<file path="src/rtl/mpic_pkg.sv">
package mpic_pkg;

    localparam int VEC_W = 16;
    localparam int NUM_W = 4;
    localparam logic [VEC_W-1:0] LINE_MASK = 16'hFFFE;

    typedef logic [VEC_W-1:0] vec_t;
    typedef logic [NUM_W-1:0] num_t;

    typedef enum logic [3:0] {
        G_LEVEL  = 4'd0,
        G_PEND   = 4'd1,
        G_FORCE0 = 4'd2,
        G_CLEAR  = 4'd3,
        G_STATUS = 4'd4,
        G_BCAST  = 4'd5
    } greg_e;

    typedef struct packed {
        logic glb;
        logic msk;
        logic frc;
        logic [3:0] idx;
    } dec_t;

    function automatic num_t pick_top(vec_t v);
        num_t r;
        r = '0;
        for (int i = 1; i < VEC_W; i++) begin
            if (v[i]) r = num_t'(i);
        end
        return r;
    endfunction

    function automatic dec_t decode(logic [5:0] w);
        dec_t d;
        d.glb = (w[5:4] == 2'b00);
        d.msk = (w[5:4] == 2'b01);
        d.frc = (w[5:4] == 2'b10);
        d.idx = w[3:0];
        return d;
    endfunction

endpackage

</file>
<file path="src/rtl/mpic_edge.sv">
module mpic_edge
    import mpic_pkg::*;
(
    input  logic clk,
    input  logic rst,
    input  vec_t lines,
    output vec_t rise
);
    vec_t prev_q;

    always_ff @(posedge clk) begin
        if (rst) prev_q <= '0;
        else     prev_q <= lines;
    end

    assign rise = lines & ~prev_q & LINE_MASK;
endmodule

</file>
<file path="src/rtl/mpic_prio.sv">
module mpic_prio
    import mpic_pkg::*;
(
    input  logic clk,
    input  logic rst,
    input  vec_t pend,
    input  vec_t frc,
    input  vec_t mask,
    input  vec_t lvl,
    output num_t irq_o
);
    vec_t cand;
    num_t hi_num;
    num_t lo_num;
    num_t sel_num;

    always_comb begin
        cand    = (pend | frc) & mask;
        hi_num  = pick_top(cand & lvl);
        lo_num  = pick_top(cand & ~lvl);
        sel_num = (hi_num != '0) ? hi_num : lo_num;
    end

    always_ff @(posedge clk) begin
        if (rst) irq_o <= '0;
        else     irq_o <= sel_num;
    end

    AST_OUT_NONZERO: assert property (@(posedge clk) disable iff (rst)
        ((cand & LINE_MASK) != '0) |=> (irq_o != '0));
    AST_OUT_ZERO: assert property (@(posedge clk) disable iff (rst)
        ((cand & LINE_MASK) == '0) |=> (irq_o == '0));
endmodule

</file>
<file path="src/rtl/mpic_ctrl.sv">
module mpic_ctrl
    import mpic_pkg::*;
#(
    parameter int NCPU = 4
) (
    input  logic              clk,
    input  logic              rst,
    input  logic              bus_sel,
    input  logic              bus_wr,
    input  logic [5:0]        bus_word,
    input  logic [15:0]       bus_wdata,
    output logic [31:0]       bus_rdata,
    input  logic [15:0]       irq_in,
    input  logic [NCPU-1:0]   ack_vld,
    input  logic [NCPU*4-1:0] ack_num,
    input  logic [NCPU-1:0]   pwr_down,
    output logic [NCPU*4-1:0] cpu_irq
);
    localparam logic MULTI = (NCPU > 1);
    localparam logic [NCPU-1:0] HALT_RST = ~(NCPU'(1));
    localparam logic [3:0] CNT_M1 = 4'(NCPU - 1);

    vec_t lvl_q, pend_q, bc_q;
    vec_t lvl_n, pend_n, bc_n;
    vec_t [NCPU-1:0] mask_q, frc_q, mask_n, frc_n;
    logic [NCPU-1:0] halt_q, halt_n, wake_wr, irq_nz;
    vec_t rise;
    vec_t pend_clr;
    dec_t dec;
    logic wr_en;

    assign dec   = decode(bus_word);
    assign wr_en = bus_sel && bus_wr;

    mpic_edge u_edge (
        .clk   (clk),
        .rst   (rst),
        .lines (irq_in),
        .rise  (rise)
    );

    for (genvar c = 0; c < NCPU; c++) begin : g_cpu
        num_t out_c;
        mpic_prio u_prio (
            .clk   (clk),
            .rst   (rst),
            .pend  (pend_q),
            .frc   (frc_q[c]),
            .mask  (mask_q[c]),
            .lvl   (lvl_q),
            .irq_o (out_c)
        );
        assign cpu_irq[c*4 +: 4] = out_c;
        assign irq_nz[c] = (out_c != '0);

        num_t an;
        assign an = ack_num[c*4 +: 4];

        AST_ACK_FORCE: assert property (@(posedge clk) disable iff (rst)
            (ack_vld[c] && frc_q[c][an] && !wr_en && !rise[an])
            |=> !frc_q[c][$past(an)]);
        AST_WAKE_OUT: assert property (@(posedge clk) disable iff (rst)
            irq_nz[c] |=> !halt_q[c]);
        AST_WAKE_WR: assert property (@(posedge clk) disable iff (rst)
            (wr_en && dec.glb && dec.idx == 4'(G_STATUS) && bus_wdata[c])
            |=> !halt_q[c]);
    end

    for (genvar n = 1; n < VEC_W; n++) begin : g_line
        AST_PEND_SET: assert property (@(posedge clk) disable iff (rst)
            (rise[n] && !(MULTI && bc_q[n])) |=> pend_q[n]);
    end

    always_comb begin
        lvl_n    = lvl_q;
        pend_n   = pend_q;
        bc_n     = bc_q;
        mask_n   = mask_q;
        frc_n    = frc_q;
        wake_wr  = '0;
        pend_clr = '0;

        if (wr_en) begin
            if (dec.glb) begin
                case (dec.idx)
                    4'(G_LEVEL):  lvl_n     = bus_wdata & LINE_MASK;
                    4'(G_PEND):   pend_n    = bus_wdata & LINE_MASK;
                    4'(G_FORCE0): frc_n[0]  = bus_wdata & LINE_MASK;
                    4'(G_CLEAR):  pend_n    = pend_q & ~bus_wdata;
                    4'(G_STATUS): wake_wr   = bus_wdata[NCPU-1:0];
                    4'(G_BCAST):  bc_n      = bus_wdata & LINE_MASK;
                    default: ;
                endcase
            end else begin
                for (int c = 0; c < NCPU; c++) begin
                    if (int'(dec.idx) == c) begin
                        if (dec.msk) mask_n[c] = bus_wdata & LINE_MASK;
                        if (dec.frc) frc_n[c]  = bus_wdata & LINE_MASK;
                    end
                end
            end
        end

        for (int c = 0; c < NCPU; c++) begin
            if (ack_vld[c]) begin
                if (frc_q[c][ack_num[c*4 +: 4]])
                    frc_n[c][ack_num[c*4 +: 4]] = 1'b0;
                else
                    pend_clr[ack_num[c*4 +: 4]] = 1'b1;
            end
        end
        pend_n = pend_n & ~pend_clr;

        for (int n = 1; n < VEC_W; n++) begin
            if (rise[n]) begin
                if (MULTI && bc_q[n]) begin
                    for (int c = 0; c < NCPU; c++) frc_n[c][n] = 1'b1;
                end else begin
                    pend_n[n] = 1'b1;
                end
            end
        end

        halt_n = (halt_q | pwr_down) & ~(wake_wr | irq_nz);
    end

    always_ff @(posedge clk) begin
        if (rst) begin
            lvl_q  <= '0;
            pend_q <= '0;
            bc_q   <= '0;
            mask_q <= '0;
            frc_q  <= '0;
            halt_q <= HALT_RST;
        end else begin
            lvl_q  <= lvl_n;
            pend_q <= pend_n;
            bc_q   <= bc_n;
            mask_q <= mask_n;
            frc_q  <= frc_n;
            halt_q <= halt_n;
        end
    end

    always_comb begin
        bus_rdata = '0;
        if (dec.glb) begin
            case (dec.idx)
                4'(G_LEVEL):  bus_rdata = {16'h0, lvl_q};
                4'(G_PEND):   bus_rdata = {16'h0, pend_q};
                4'(G_FORCE0): bus_rdata = {16'h0, frc_q[0]};
                4'(G_STATUS): bus_rdata = {CNT_M1, MULTI, 11'h0, 16'(halt_q)};
                4'(G_BCAST):  bus_rdata = {16'h0, bc_q};
                default:      bus_rdata = '0;
            endcase
        end else begin
            for (int c = 0; c < NCPU; c++) begin
                if (int'(dec.idx) == c) begin
                    if (dec.msk) bus_rdata = {16'h0, mask_q[c]};
                    if (dec.frc) bus_rdata = {16'h0, frc_q[c]};
                end
            end
        end
    end
endmodule

</file>
<file path="config.mk">
export PLATFORM = sky130hd
export DESIGN_NAME = mpic_ctrl
export DESIGN_NICKNAME = d
export VERILOG_FILES = /design/src/rtl/mpic_pkg.sv /design/src/rtl/mpic_edge.sv /design/src/rtl/mpic_prio.sv /design/src/rtl/mpic_ctrl.sv
export SDC_FILE = /design/constraint.sdc
export NUM_CORES = 1
export LEC_CHECK = 0
export ABC_AREA = 1
export BUFFER_PORTS_ARGS = -buffer_cell sky130_fd_sc_hd__buf_2
export CAP_MARGIN = 20
export CORE_AREA = 2 2 155 142
export DETAILED_ROUTE_END_ITERATION = 8
export DIE_AREA = 0 0 157 144
export PLACE_DENSITY = 0.9
export SETUP_SLACK_MARGIN = 0.15
export SLEW_MARGIN = 20
export SYNTH_ARGS = -nofsm -noshare
export SYNTH_HDL_FRONTEND = slang
export SYNTH_SLANG_ARGS = --single-unit
export TNS_END_PERCENT = 10
</file>
<file path="constraint.sdc">
create_clock -name clk -period 2.5 [get_ports clk]
set_input_delay 0.625 -clock clk [delete_from_list [all_inputs] [get_ports clk]]
set_output_delay 0.625 -clock clk [all_outputs]
set_load 0.005 [all_outputs]
</file>
Yosys cells after proc, flatten, opt, wreduce, memory -nomap -nowiden
Cells that the tools add are included.
{"block": "totals", "output_inout_bits": 48, "ff_bits": 206, "wordCells": 434, "in_bits": 66}
{"block": "classes", "n_eq_ne": 10, "order_cmp": 8, "muxes": 338, "bitwise": 39, "n_reduce_logical": 22}
{"op": "16-bit two-way mux", "n": 30}
{"op": "32-bit two-way mux", "n": 11}
{"op": "16-bit bitwise AND", "n": 19}
{"op": "4-bit two-way mux", "n": 71}
{"op": "1-bit two-way mux", "n": 166}
{"op": "30-bit one-hot mux with 5 select lines", "n": 1}
{"op": "16-bit inverter", "n": 8}
{"op": "16-bit OR", "n": 7}
{"op": "3-bit two-way mux", "n": 32}
{"op": "64-bit two-way mux", "n": 1}
{"op": "48-bit two-way mux", "n": 1}
{"op": "2-bit two-way mux", "n": 16}
{"op": "16-bit one-hot mux with 2 select lines", "n": 1}
{"op": "4-bit nonzero test", "n": 8}
{"op": "4-bit by 5-bit < comparator with 1-bit output, second input constant", "n": 4}
{"op": "1-bit binary-select mux with 4-bit select", "n": 4}
{"op": "1-bit demux with 4-bit select", "n": 4}
{"op": "4-bit by 3-bit == test with 1-bit output, second input constant", "n": 4}
{"op": "4-bit by 1-bit >= comparator with 1-bit output, second input constant", "n": 4}
{"op": "4-bit AND reduction", "n": 4}
{"op": "4-bit by 2-bit == test with 1-bit output, second input constant", "n": 3}
{"op": "4-bit logical NOT", "n": 2}
{"op": "4-bit OR", "n": 2}
{"op": "3-bit AND reduction", "n": 2}
{"op": "8 further kinds", "n": 12}

Longest topological paths before layout
{"block": "depth", "word_depth": 20, "depth_mapped": 19}

Cells and area by module
Synthesis repeated with hierarchy kept, for this count alone.
{"block": "unflattened", "cells_unflattened": 2288, "hier_area_um2": 13746.9}
{"mod": "mpic_ctrl", "seq_area_each_um2": 3483.3, "area_each_um2": 10252.3, "cells_per_inst": 1657, "instances": 1}
{"mod": "mpic_prio", "seq_area_each_um2": 80.1, "area_each_um2": 750.7, "cells_per_inst": 142, "instances": 4}
{"mod": "mpic_edge", "seq_area_each_um2": 300.3, "area_each_um2": 491.7, "cells_per_inst": 63, "instances": 1}

Least setup slack after synthesis
OpenSTA, ideal clock, no wires.
{"block": "synth_timing", "path_type": "input port to output port", "from": "input bus_word[3]", "to": "output bus_rdata[10]", "path_slack_ns": 0.085, "stages": 9, "t_arrival_ns": 1.790, "cell_sequence": "nor2_2 -> nand2_2 -> nor2_2 -> buf_2 -> buf_1 -> nand3_1 -> o2111ai_1 -> a21oi_1 -> o21ai_0"}
{"block": "synth_via", "elab_chain_len": 12, "word_cells_on_any_way": 21}
{"item": "start, declared", "line_no": "mpic_ctrl.sv:10", "rtl": "input logic [5:0] bus_word,"}
{"item": "4-bit logical NOT", "line_no": "mpic_ctrl.sv:158", "rtl": "if (int'(dec.idx) == c) begin"}
{"item": "32-bit two-way mux", "line_no": "mpic_ctrl.sv:158"}
{"item": "32-bit two-way mux", "line_no": "mpic_ctrl.sv:159", "rtl": "if (dec.msk) bus_rdata = {16'h0, mask_q[c]};"}
{"item": "32-bit two-way mux", "line_no": "mpic_ctrl.sv:160", "rtl": "if (dec.frc) bus_rdata = {16'h0, frc_q[c]};"}
{"item": "32-bit two-way mux", "line_no": "mpic_ctrl.sv:158"}
{"item": "32-bit two-way mux", "line_no": "mpic_ctrl.sv:159"}
{"item": "32-bit two-way mux", "line_no": "mpic_ctrl.sv:160"}
{"item": "32-bit two-way mux", "line_no": "mpic_ctrl.sv:158"}
{"item": "32-bit two-way mux", "line_no": "mpic_ctrl.sv:159"}
{"item": "32-bit two-way mux", "line_no": "mpic_ctrl.sv:160"}
{"item": "32-bit two-way mux", "line_no": "mpic_ctrl.sv:158"}
{"item": "32-bit two-way mux (*)", "line_no": "mpic_ctrl.sv:147", "rtl": "if (dec.glb) begin"}
{"item": "end, declared", "line_no": "mpic_ctrl.sv:12", "rtl": "output logic [31:0] bus_rdata,"}
Every way passes the cells marked *; elsewhere a longest branch is shown, timed or not.

Worst setup path in the final report
{"block": "layout_timing", "from": "input bus_word[5]", "to": "output bus_rdata[11]"}
{"block": "layout_via", "elab_chain_len": 14, "word_cells_on_any_way": 16}
{"item": "2-bit by 1-bit == test with 1-bit output", "line_no": "mpic_pkg.sv:38", "rtl": "d.msk = (w[5:4] == 2'b01);"}
{"item": "16-bit two-way mux", "line_no": "mpic_ctrl.sv:159"}
{"item": "16-bit two-way mux", "line_no": "mpic_ctrl.sv:160"}
{"item": "32-bit two-way mux", "line_no": "mpic_ctrl.sv:158"}
{"item": "32-bit two-way mux", "line_no": "mpic_ctrl.sv:159"}
{"item": "32-bit two-way mux", "line_no": "mpic_ctrl.sv:160"}
{"item": "32-bit two-way mux", "line_no": "mpic_ctrl.sv:158"}
{"item": "32-bit two-way mux", "line_no": "mpic_ctrl.sv:159"}
{"item": "32-bit two-way mux", "line_no": "mpic_ctrl.sv:160"}
{"item": "32-bit two-way mux", "line_no": "mpic_ctrl.sv:158"}
{"item": "32-bit two-way mux", "line_no": "mpic_ctrl.sv:159"}
{"item": "32-bit two-way mux", "line_no": "mpic_ctrl.sv:160"}
{"item": "32-bit two-way mux", "line_no": "mpic_ctrl.sv:158"}
{"item": "32-bit two-way mux (*)", "line_no": "mpic_ctrl.sv:147"}
Marked as above.

==> impl_metrics.yaml <==
worst_setup_path:
  cp-start-kind: "input pin"
  cp-startpoint: "bus_word[5]"
  worstPathRequired_ns: 1.88
  endpoint_kind: "output pin"
  reg2reg_to: "pend_q[3]$_SDFF_PP0_"
  crit_arrival_ns: 2.04
  reg2reg_from: "frc_q[39]$_SDFF_PP0_"
  criticalPathCategory: "input pin to output pin"
  reg2regPathDepth: 9
  crit_end: "bus_rdata[11]"
  r2r_setup_slack_ns: 0.23
  crit_fanout: 17
cts:
  cts_setup_buffers: 0
  cts_buffers: 23
  cts_sinks: 205
  clk_path_buf_depth: 3
  cts_tree: "done"
  clock_latency_ns: 0.53
  htree_num_levels: 1
  root_buffer: "clkbuf_16"
  cts_hold_buf: 0
  clkTransAtPathRegs_ns: 0.06
synthesis:
  synth-xor-area-share: 0
  synth_edf_count: 0
  synth_top_family_by_area: "compound AO/OA/AOI/OAI gates"
  syn_area_per_cell_um2: 6.32
  ys_ff_latch: 205
  synth_top_area_cell: "dfxtp_1"
  synth.most_common_cell: "nand2_1"
  synth.area.top_cells: "dfxtp_1 33%, nand2_1 15%, a21oi_1 9.1%"
  ys_top_cells_by_count: "490 x nand2_1, 230 x a21oi_1, 216 x inv_1"
  synth-compound-area-share: 0.314
  ys_async_sr_fraction: 0
  syn_area_um2: 12600
  yosysWarnings: 0
  yosys.area_share.simple: 0.253
  yosys_most_used_dff: "dfxtp_1"
  synth-seq-area-share: 0.326
  synth_cell_types: 44
  muxShareOfSynthArea: 0
  netlist.area_leader.share: 0.326
  synth_adder_area_share: 0
  synth_cells: 1994
power:
  p_sw_mw: 2.00
  p_sw_frac: 0.272
  cellPowerDensity_nw_per_um2: 495
  power.share.clock: 0.445
  combPwrFrac: 0.097
  seqPwrFrac: 0.458
  ir_worst_vdd_v: 0.000542
  p_leak_nw: 6.21
  p_int_mw: 5.35
  fin_total_pwr_mw: 7.35
final_layout:
  final_nets: 2212
  stdcell_count: 2452
  area_growth_pct: 17.7
  diodes: 0
  fill_cells: 1884
  drive_gt1_frac: 0.147
sta:
  setup_ws_ns: -0.169
  setup_viol: 16
  fin_crit_sh: 1.07
  maxSlewViolCount: 0
  fin_crit_ns: 2.67
  tightest_slew_ns: 0.856
  rsz0062_at_grt: "true"
  maxSlewHeadroom: 0.424
  clock_skew_ns: 0.0183
  tns_ns: -1.70
  max_freq_ghz: 0.375
  hold_viol: 0
route:
  vias_per_cell: 6.30
  drc: 0
  wl_per_cell_um: 22.3
  wl_um: 54700
  dr.first_iter.drc_count: 2271
  dr_total_vias: 15500
  drt-pass1-iter-count: 7
  ant_nets: 0
status:
  status: "finished, violations left"
  failed_checks: "negative setup slack"
min_path:
  hp-class: "input pin to flop"
global_route:
  grt_max_degree: 114
  groute.usage.overall: 0.476
  grt_pass1_vias: 14200
  antenna_found_initial: 1
  grt_overflow: 0
  grt_pass1_wl_um: 80500
die:
  dieArea_um2: 22600
  die_y_um: 144
  start_util: 0.597
  dieWidth_um: 157
  pin_count: 114
  core_um2: 21100
  rows: 51
place:
  dp_hpwl_um: 42500
  port-buffer-count: 99
  gp_congestion: 1.08
  dp_cells: 2412
run:
  maxCapViolCount: 0
==> worst max-delay path, stage by stage <==
cell	delay (ns)
buf_2	0.11
inv_2	0.07
nor2_2	0.05
inv_2	0.11
buf_4	0.25
o22ai_1	0.11
a211oi_1	0.33
o211ai_1	0.20
buf_2	0.17
==> cells in the final DEF, fill, tap and decap left out, types with 6 or more instances in the layout <==
cell and instances:
inv_1 211, nand2_2 10, o21a_1 28, o2111ai_1 9, o221ai_1 11, inv_2 21
nor3_1 23, buf_4 96, conb_1 13, a22oi_1 16, o32ai_1 6, clkbuf_16 23
a211oi_1 8, nor2_1 183, a32oi_1 20, o21bai_1 11, dfxtp_1 202, nand4_1 14
nand2_1 487, o21ai_1 27, buf_12 11, nor2_2 9, nor2_4 10, o22ai_1 68
a21oi_1 226, o21ai_0 176, o211ai_1 25, nand3_1 42, a221oi_1 14, buf_2 98
==> layout make-up <==
cell class,instances,area [um^2],share of cell area
inverter,239,903,0.0609
multi-input combinational,1468,7280,0.490
tap,291,364,0.0245
sequential,205,4110,0.277
timing repair buffer,209,1480,0.0995
clock inverter,10,71.3,0.00480
clock buffer,30,642,0.0432
==> power by group through the flow <==
stage / sequential [mW] / combinational (mW) / clock, mW
2_1_floorplan: 3.41 / 0.369 / 0
3_3_place_gp: 3.43 / 0.649 / 0
3_5_place_dp: 3.44 / 0.661 / 0
4_1_cts: 3.36 / 0.670 / 3.25
5_1_grt: 3.37 / 0.749 / 3.38
6_report: 3.37 / 0.712 / 3.27
==> through the flow <==
stage / hold slack, ns / setup WS (ns) / utilization / cell area, um^2
final: 0.312 / -0.169 / 0.703 / 14800
after global routing: 0.335 / -0.240 / 0.703 / 14800
after CTS: 0.308 / -0.120 / 0.700 / 14800
after detailed placement: 0.458 / -0.241 / 0.664 / 14000
after global placement: 0.446 / -0.203 / 0.664 / 14000
after floorplan: 0.441 / 0.140 / - / 12700
==> sequential cells by signal, summed over array words and instances (netlist names) <==
register and flops:
pend_q 16, halt_q 4, bc_q 15, g_cpu.u_prio.irq_o 16, u_edge.prev_q 15, lvl_q 15, frc_q 64, mask_q 60
==> cell families after synthesis <==
| group | Yosys count |
|---|---|
| AND/OR/NAND/NOR | 787 |
| AO/OA/AOI/OAI | 668 |
| buffers and inverters | 333 |
| flip-flops | 205 |
| other | 1 |
==> metal layers <==
layer / track usage / wire (um)
met4: 0.357 / 4940
met2: 0.704 / 22500
met3: 0.143 / 7280
met1: 0.586 / 20000
met5: 0 / 13
==> repair_timing <==
item                       in CTS  in global routing
setup endpoints to repair      16                 40
resized for setup              20                 20
pin swaps                       0                  3
gates cloned                    0                  0
==> worst min-delay path by stage <==
stage,startpoint,endpoint,cells after the start
CTS,irq_in[13],u_edge.prev_q[13]$_SDFF_PP0_,3
global route,irq_in[1],u_edge.prev_q[1]$_SDFF_PP0_,3
floorplan,mask_q[17]$_SDFFE_PP0P_,mask_q[17]$_SDFFE_PP0P_,2
global placement,frc_q[48]$_SDFF_PP0_,frc_q[48]$_SDFF_PP0_,2
detailed placement,frc_q[48]$_SDFF_PP0_,frc_q[48]$_SDFF_PP0_,2
finish,irq_in[13],u_edge.prev_q[13]$_SDFF_PP0_,3
Note: power is estimated with default switching activity, not from simulation.
